**src/rtl/nvps_pkg.sv**
```systemverilog
package nvps_pkg;
  typedef enum logic [2:0] {
    OP_READ  = 3'd0,
    OP_EWEN  = 3'd1,
    OP_EWDS  = 3'd2,
    OP_ERASE = 3'd3,
    OP_ERAL  = 3'd4,
    OP_WRITE = 3'd5,
    OP_WRAL  = 3'd6,
    OP_NOP   = 3'd7
  } op_e;

  typedef enum logic [1:0] {
    ST_IDLE,
    ST_WAIT,
    ST_WORD,
    ST_FILL
  } st_e;

  function automatic logic is_prog(input logic [2:0] op);
    return (op >= 3'd3) && (op <= 3'd6);
  endfunction

  function automatic logic is_word_op(input logic [2:0] op);
    return (op == 3'(OP_ERASE)) || (op == 3'(OP_WRITE));
  endfunction
endpackage

```
**src/rtl/nvps_wen_latch.sv**
```systemverilog
module nvps_wen_latch (
  input  logic clk,
  input  logic rst_n,
  input  logic set_en,
  input  logic clr_en,
  output logic en_q
);
  always_ff @(posedge clk or negedge rst_n) begin
    if (!rst_n)      en_q <= 1'b0;
    else if (set_en) en_q <= 1'b1;
    else if (clr_en) en_q <= 1'b0;
  end
endmodule

```
**src/rtl/nvps_timer.sv**
```systemverilog
module nvps_timer #(
  parameter int CNT_W = 8
) (
  input  logic             clk,
  input  logic             rst_n,
  input  logic             load,
  input  logic [CNT_W-1:0] load_val,
  output logic             expired
);
  logic [CNT_W-1:0] cnt;

  always_ff @(posedge clk or negedge rst_n) begin
    if (!rst_n)             cnt <= '0;
    else if (load)          cnt <= load_val;
    else if (cnt != '0)     cnt <= cnt - 1'b1;
  end

  assign expired = (cnt == '0);
endmodule

```
**src/rtl/nvps_addr_gen.sv**
```systemverilog
module nvps_addr_gen #(
  parameter int ADDR_W = 4
) (
  input  logic              clk,
  input  logic              rst_n,
  input  logic              clear,
  input  logic              step,
  output logic [ADDR_W-1:0] addr,
  output logic              last
);
  always_ff @(posedge clk or negedge rst_n) begin
    if (!rst_n)     addr <= '0;
    else if (clear) addr <= '0;
    else if (step)  addr <= addr + 1'b1;
  end

  assign last = &addr;
endmodule

```
**src/rtl/nvps_sequencer.sv**
```systemverilog
module nvps_sequencer
  import nvps_pkg::*;
#(
  parameter int ADDR_W = 4,
  parameter int DATA_W = 8,
  parameter int unsigned T_WORD = 2000000,
  parameter int unsigned T_ERAL = 3000000,
  parameter int unsigned T_WRAL = 6000000
) (
  input  logic              clk,
  input  logic              rst_n,
  input  logic              cmd_valid,
  input  logic [2:0]        cmd_op,
  input  logic [ADDR_W-1:0] cmd_addr,
  input  logic [DATA_W-1:0] cmd_data,
  input  logic              cs_fall,
  output logic              busy,
  output logic              mem_we,
  output logic [ADDR_W-1:0] mem_addr,
  output logic [DATA_W-1:0] mem_wdata
);
  localparam int unsigned T_MAX1 = (T_WORD > T_ERAL) ? T_WORD : T_ERAL;
  localparam int unsigned T_MAX  = (T_MAX1 > T_WRAL) ? T_MAX1 : T_WRAL;
  localparam int CNT_W = $clog2(T_MAX + 1);
  localparam logic [CNT_W-1:0] LD_WORD = CNT_W'(T_WORD - 1);
  localparam logic [CNT_W-1:0] LD_ERAL = CNT_W'(T_ERAL - 1);
  localparam logic [CNT_W-1:0] LD_WRAL = CNT_W'(T_WRAL - 1);

  st_e               state, state_nx;
  logic              accept, start;
  logic              wen_q;
  logic              pend_v;
  logic [2:0]        pend_op;
  logic [ADDR_W-1:0] pend_addr;
  logic [DATA_W-1:0] pend_data;
  logic [2:0]        op_q;
  logic [ADDR_W-1:0] addr_q;
  logic [DATA_W-1:0] data_q;
  logic              erase_ph;
  logic              tmr_load, tmr_exp;
  logic [CNT_W-1:0]  tmr_val;
  logic              ag_clear, ag_step, ag_last;
  logic [ADDR_W-1:0] ag_addr;
  logic              wral_second;

  assign busy   = (state != ST_IDLE);
  assign accept = cmd_valid && !busy;
  assign start  = cs_fall && !busy && pend_v && wen_q;
  assign wral_second = (op_q == 3'(OP_WRAL)) && erase_ph;

  nvps_wen_latch u_latch (
    .clk    (clk),
    .rst_n  (rst_n),
    .set_en (accept && (cmd_op == 3'(OP_EWEN))),
    .clr_en (accept && (cmd_op == 3'(OP_EWDS))),
    .en_q   (wen_q)
  );

  nvps_timer #(.CNT_W(CNT_W)) u_timer (
    .clk      (clk),
    .rst_n    (rst_n),
    .load     (tmr_load),
    .load_val (tmr_val),
    .expired  (tmr_exp)
  );

  nvps_addr_gen #(.ADDR_W(ADDR_W)) u_agen (
    .clk   (clk),
    .rst_n (rst_n),
    .clear (ag_clear),
    .step  (ag_step),
    .addr  (ag_addr),
    .last  (ag_last)
  );

  // Pending command: replaced by any accepted framing, dropped by an idle chip-select release
  always_ff @(posedge clk or negedge rst_n) begin
    if (!rst_n) begin
      pend_v    <= 1'b0;
      pend_op   <= 3'(OP_NOP);
      pend_addr <= '0;
      pend_data <= '0;
    end else if (accept) begin
      pend_v    <= is_prog(cmd_op);
      pend_op   <= cmd_op;
      pend_addr <= cmd_addr;
      pend_data <= cmd_data;
    end else if (cs_fall && !busy) begin
      pend_v    <= 1'b0;
    end
  end

  always_comb begin
    state_nx = state;
    tmr_load = 1'b0;
    tmr_val  = '0;
    ag_clear = 1'b0;
    ag_step  = 1'b0;
    unique case (state)
      ST_IDLE: if (start) begin
        state_nx = ST_WAIT;
        tmr_load = 1'b1;
        tmr_val  = is_word_op(pend_op) ? LD_WORD : LD_ERAL;
      end
      ST_WAIT: if (tmr_exp) begin
        state_nx = is_word_op(op_q) ? ST_WORD : ST_FILL;
        ag_clear = 1'b1;
      end
      ST_WORD: state_nx = ST_IDLE;
      ST_FILL: begin
        ag_step = 1'b1;
        if (ag_last) begin
          if (wral_second) begin
            state_nx = ST_WAIT;
            tmr_load = 1'b1;
            tmr_val  = LD_WRAL;
          end else begin
            state_nx = ST_IDLE;
          end
        end
      end
      default: state_nx = ST_IDLE;
    endcase
  end

  always_ff @(posedge clk or negedge rst_n) begin
    if (!rst_n) begin
      state    <= ST_IDLE;
      op_q     <= 3'(OP_NOP);
      addr_q   <= '0;
      data_q   <= '0;
      erase_ph <= 1'b0;
    end else begin
      state <= state_nx;
      if (start) begin
        op_q     <= pend_op;
        addr_q   <= pend_addr;
        data_q   <= pend_data;
        erase_ph <= (pend_op != 3'(OP_WRITE));
      end else if (state == ST_FILL && ag_last && wral_second) begin
        erase_ph <= 1'b0;
      end
    end
  end

  assign mem_we    = (state == ST_WORD) || (state == ST_FILL);
  assign mem_addr  = (state == ST_FILL) ? ag_addr : addr_q;
  assign mem_wdata = erase_ph ? {DATA_W{1'b1}} : data_q;
endmodule

```
**config.mk**
```make
export PLATFORM = sky130hd
export DESIGN_NAME = nvps_sequencer
export DESIGN_NICKNAME = d
export VERILOG_FILES = /design/src/rtl/nvps_pkg.sv /design/src/rtl/nvps_wen_latch.sv /design/src/rtl/nvps_timer.sv /design/src/rtl/nvps_addr_gen.sv /design/src/rtl/nvps_sequencer.sv
export SDC_FILE = /design/constraint.sdc
export NUM_CORES = 1
export LEC_CHECK = 0
export CAP_MARGIN = 20
export CORE_MARGIN = 2
export CORE_UTILIZATION = 50
export CTS_BUF_LIST = sky130_fd_sc_hd__clkbuf_8
export CTS_CLUSTER_SIZE = 8
export DETAILED_ROUTE_END_ITERATION = 16
export GPL_TIMING_DRIVEN = 0
export PLACE_DENSITY_LB_ADDON = 0.15
export SETUP_SLACK_MARGIN = 0.15
export SLEW_MARGIN = 20
export SYNTH_ARGS = -nofsm -noshare
export SYNTH_HDL_FRONTEND = slang
export SYNTH_HIERARCHICAL = 1
export SYNTH_SLANG_ARGS = --single-unit
```
**constraint.sdc**
```tcl
create_clock -name clk -period 3.4 [get_ports clk]
set_clock_uncertainty 0.2 [all_clocks]
set_input_delay 0.68 -clock clk [delete_from_list [all_inputs] [get_ports clk]]
set_output_delay 0.68 -clock clk [all_outputs]
set_load 0.02 [all_outputs]
```
==> impl_results.md <==
* Outcome: complete, no violations
* Final #Nets at 385
* RD Place Congestion at 0.809
* Vias in the first global route at 2,330
* Synth area leaders: dfrtp_1 44%, nand2_1 8.3%, mux2_2 7.1%
* Drc violations at 0
* Crit path arrival time at between 2 and 2.5 ns
* Antenna diode count at 0
* Largest net degree at the start of global routing at 33
* Worst-Margin Slew at between 0.6 and 0.7 ns
* Die ar. at 7010 µm²
* Yosys Warn Count at 6
* P per Cell Area at 906 nW/µm²
* VDD IR max at ~0.00041 V
* Area growth syn-to-layout at 21.4%
* Post-synth top area share at 44.1%
* Bufs and invs on worst path at 2
* Met2 Resource Use GR at 29.8%
* Port Buf Inserts at 32
* Post-Syn Instances at 314
* Cell family with most CP delay: buffers and inverters
* Total grt overflow at 0
* Synth async-reset ratio at between 90% and 100%
* Most frequent cells after synthesis: 70 x nand2_1, 56 x dfrtp_1, 20 x mux2_2, 17 x o21ai_0, 17 x xnor2_1
* Clock buffer depth at 2
* Initial antenna violation count at 0
* Die X at 83.8 µm
* Row count at 29
* Crit-path max FO at 8
* Slack of the critical path at around 0.30 ns
* Root buffer cell: clkbuf_8
* Hold buffers post-CTS at 0
* Leakage at 1.62 nW
* Min Clock Period, post-route at just over 3 ns
* Worst Setup End Kind: primary output
* Total Wirelength at 6.32 mm
* Pins Over Slew Limit at 0
* Post-synth EDFFs at 0
* Count leader, synth: nand2_1
* Main flop type after synthesis: dfrtp_1
* Fin crit share at 91.1%
* DIE HEIGHT at about 84 µm
* Mapped Area at roughly 3200 µm²
* RSZ-0062 raised after global routing: no
* Core Box Area at 6240 µm²
* Filler Cell Count at 561
* CTS tree: done
* Worst skew pair latency at 0.34 ns
* # Post-CTS Setup Buffers at 0
* CTS Sinks at 62
* Fin util at 61.9%
* CTS Buf Count at 9
* FMAX at 0.323 GHz
* Critical Path Max Stage Delay at between 0.5 and 0.6 ns
* WP data required at 2.52 ns
* Post-DP HPWL at 4.36 mm
* CTS HTree Levels at 3
* Layout cells sized above 1 at between 20% and 30%
* 1st-iter DRT viols at 110
* Met3 Use GR at 7.02%
* I/O pin count at 33
* Crit-path slowest cell: clkdlybuf4s50_1
* Setup Viol. Count Final at 0
* Place WS at -0.279 ns
* Distinct cells, synth at 50
* Worst setup SP type: flip-flop
* Max_slew headroom at 58.0%
* Drt wl/cell at 14.3 µm
* Global-route wire length before repair at 11.2 mm
* DR vias/cell at 5.29
* Global routing's busiest layer: met2
* Critical path type: reg -> out
* GRT met1 Usage at 28.0%
* Clk slew on worst S/H paths at 0.07 ns
* Mean Syn Cell Area at 10.1 µm²
* Final hold violations at 0
* Max-Cap Viols at 0
* Drt pass-1 iters at 4
* ANT nets after route at 0
* Number of synthesized register bits at just over 60
* Leading area contributor after synthesis: dfrtp_1
* DR vias at approximately 2,300
* Global Route Usage Sum at 20.1%
* Cells along the critical path: ha_1 > buf_2 > mux2_2 > clkdlybuf4s50_1
* Initial Utilization at 51.0%
* Register area share after synthesis at 49.0%
* Hold WC Path Type: in -> async
## logic make-up after synthesis
group	share of synthesized area, %
compound gates	8.54
xor+xnor	6.61
fa+ha+maj	2.75
buf+inv	2.79
flops	49.0
mux	8.54
other cells	0.118
simple gates	21.6
## flip-flops by register name, indices dropped and copies added, names as in the netlist
name / count
addr_q: 4
data_q: 8
erase_ph: 1
op_q: 3
pend_addr: 4
pend_data: 8
pend_op: 3
pend_v: 1
state: 2
u_agen/addr: 4
u_latch/en_q: 1
u_timer/cnt: 23
## through the flow
step           cell area [µm²]  total power [mW]  setup TNS [ns]  hold WS (ns)  cells
3_3_place_gp              3600              2.75          -39.86         0.244    424
2_1_floorplan             3180              2.33               0         0.184    315
4_1_cts                   3840              3.53               0        0.0784    441
3_5_place_dp              3620              2.79           -4.50         0.248    425
5_1_grt                   3860              3.75               0        0.0906    441
6_report                  3860              3.50               0        0.0787    441
## cell usage in the layout (no fill, tap or decap), types with 2 or more instances in the layout
cell type,netlist,routed
inv_1,9,9
o31ai_1,7,7
nand3_1,2,2
and3_1,2,2
dfrtp_1,56,56
clkbuf_8,0,9
xnor2_1,17,17
a21o_1,3,3
nor2b_1,2,2
clkbuf_1,8,5
nor4_2,1,2
bufinv_16,0,2
nor3_1,4,4
nor4_1,5,4
nand2b_1,2,2
mux2_2,20,20
nand2_1,70,70
dfstp_2,6,6
clkbuf_2,0,3
o21ai_0,17,17
nor2_1,13,13
a21oi_1,4,3
and2_1,3,3
or2_2,11,11
xor2_1,7,7
mux2i_1,2,2
clkdlybuf4s50_1,0,31
clkinvlp_4,0,2
a211oi_1,2,2
nand4_1,4,4
buf_2,5,5
nor4b_1,2,2
nor4_4,2,2
ha_1,7,7
conb_1,1,2
## final cells by class
type | count | area, µm² | area share (%)
repair buffers | 33 | 338 | 8.75
clock buffers | 9 | 124 | 3.21
clock inverters | 7 | 97.6 | 2.53
inverters | 9 | 33.8 | 0.875
plain buffers | 13 | 58.8 | 1.52
multi-input cells | 231 | 1550 | 40.2
flip-flops and latches | 62 | 1560 | 40.4
well taps | 77 | 96.3 | 2.50
## path summary, 6_finish.rpt
| check | start | endpoint | slack [ns] | cells past startpoint |
|---|---|---|---|---|
| worst max register to register | state[0] | u_timer/cnt[9] | 0.41 | 9 |
| worst min register to register | pend_data[3] | data_q[3] | 0.26 | 2 |
| min in group clk | pend_data[3] | data_q[3] | 0.26 | 2 |
| worst min-delay path | rst_n | u_timer/cnt[16] | 0.08 | 1 |
| max in group asynchronous | rst_n | pend_op[0] | 2.35 | 2 |
| worst max-delay path | state[0] | mem_addr[3] | 0.30 | 4 |
## metal layers
layer / wire length [µm] / up-vias
met1: 3080 / 1128
met4: 46 / 0
met5: 0 / -
met2: 2910 / 44
met3: 286 / 4
li1: - / 1156
## where the power goes
| part | leakage [nW] | total [mW] | internal (mW) | switching [mW] |
|---|---|---|---|---|
| combinational | 0.765 | 1.40 | 0.721 | 0.674 |
| sequential | 0.751 | 1.38 | 1.10 | 0.280 |
| clock | 0.106 | 0.720 | 0.415 | 0.305 |
## timing repair
item	CTS	global route
gates resized for setup	1	8
endpoints found under the setup margin	20	21
endpoints found under the hold margin	0	0
Power figures use the tool's default switching activity.
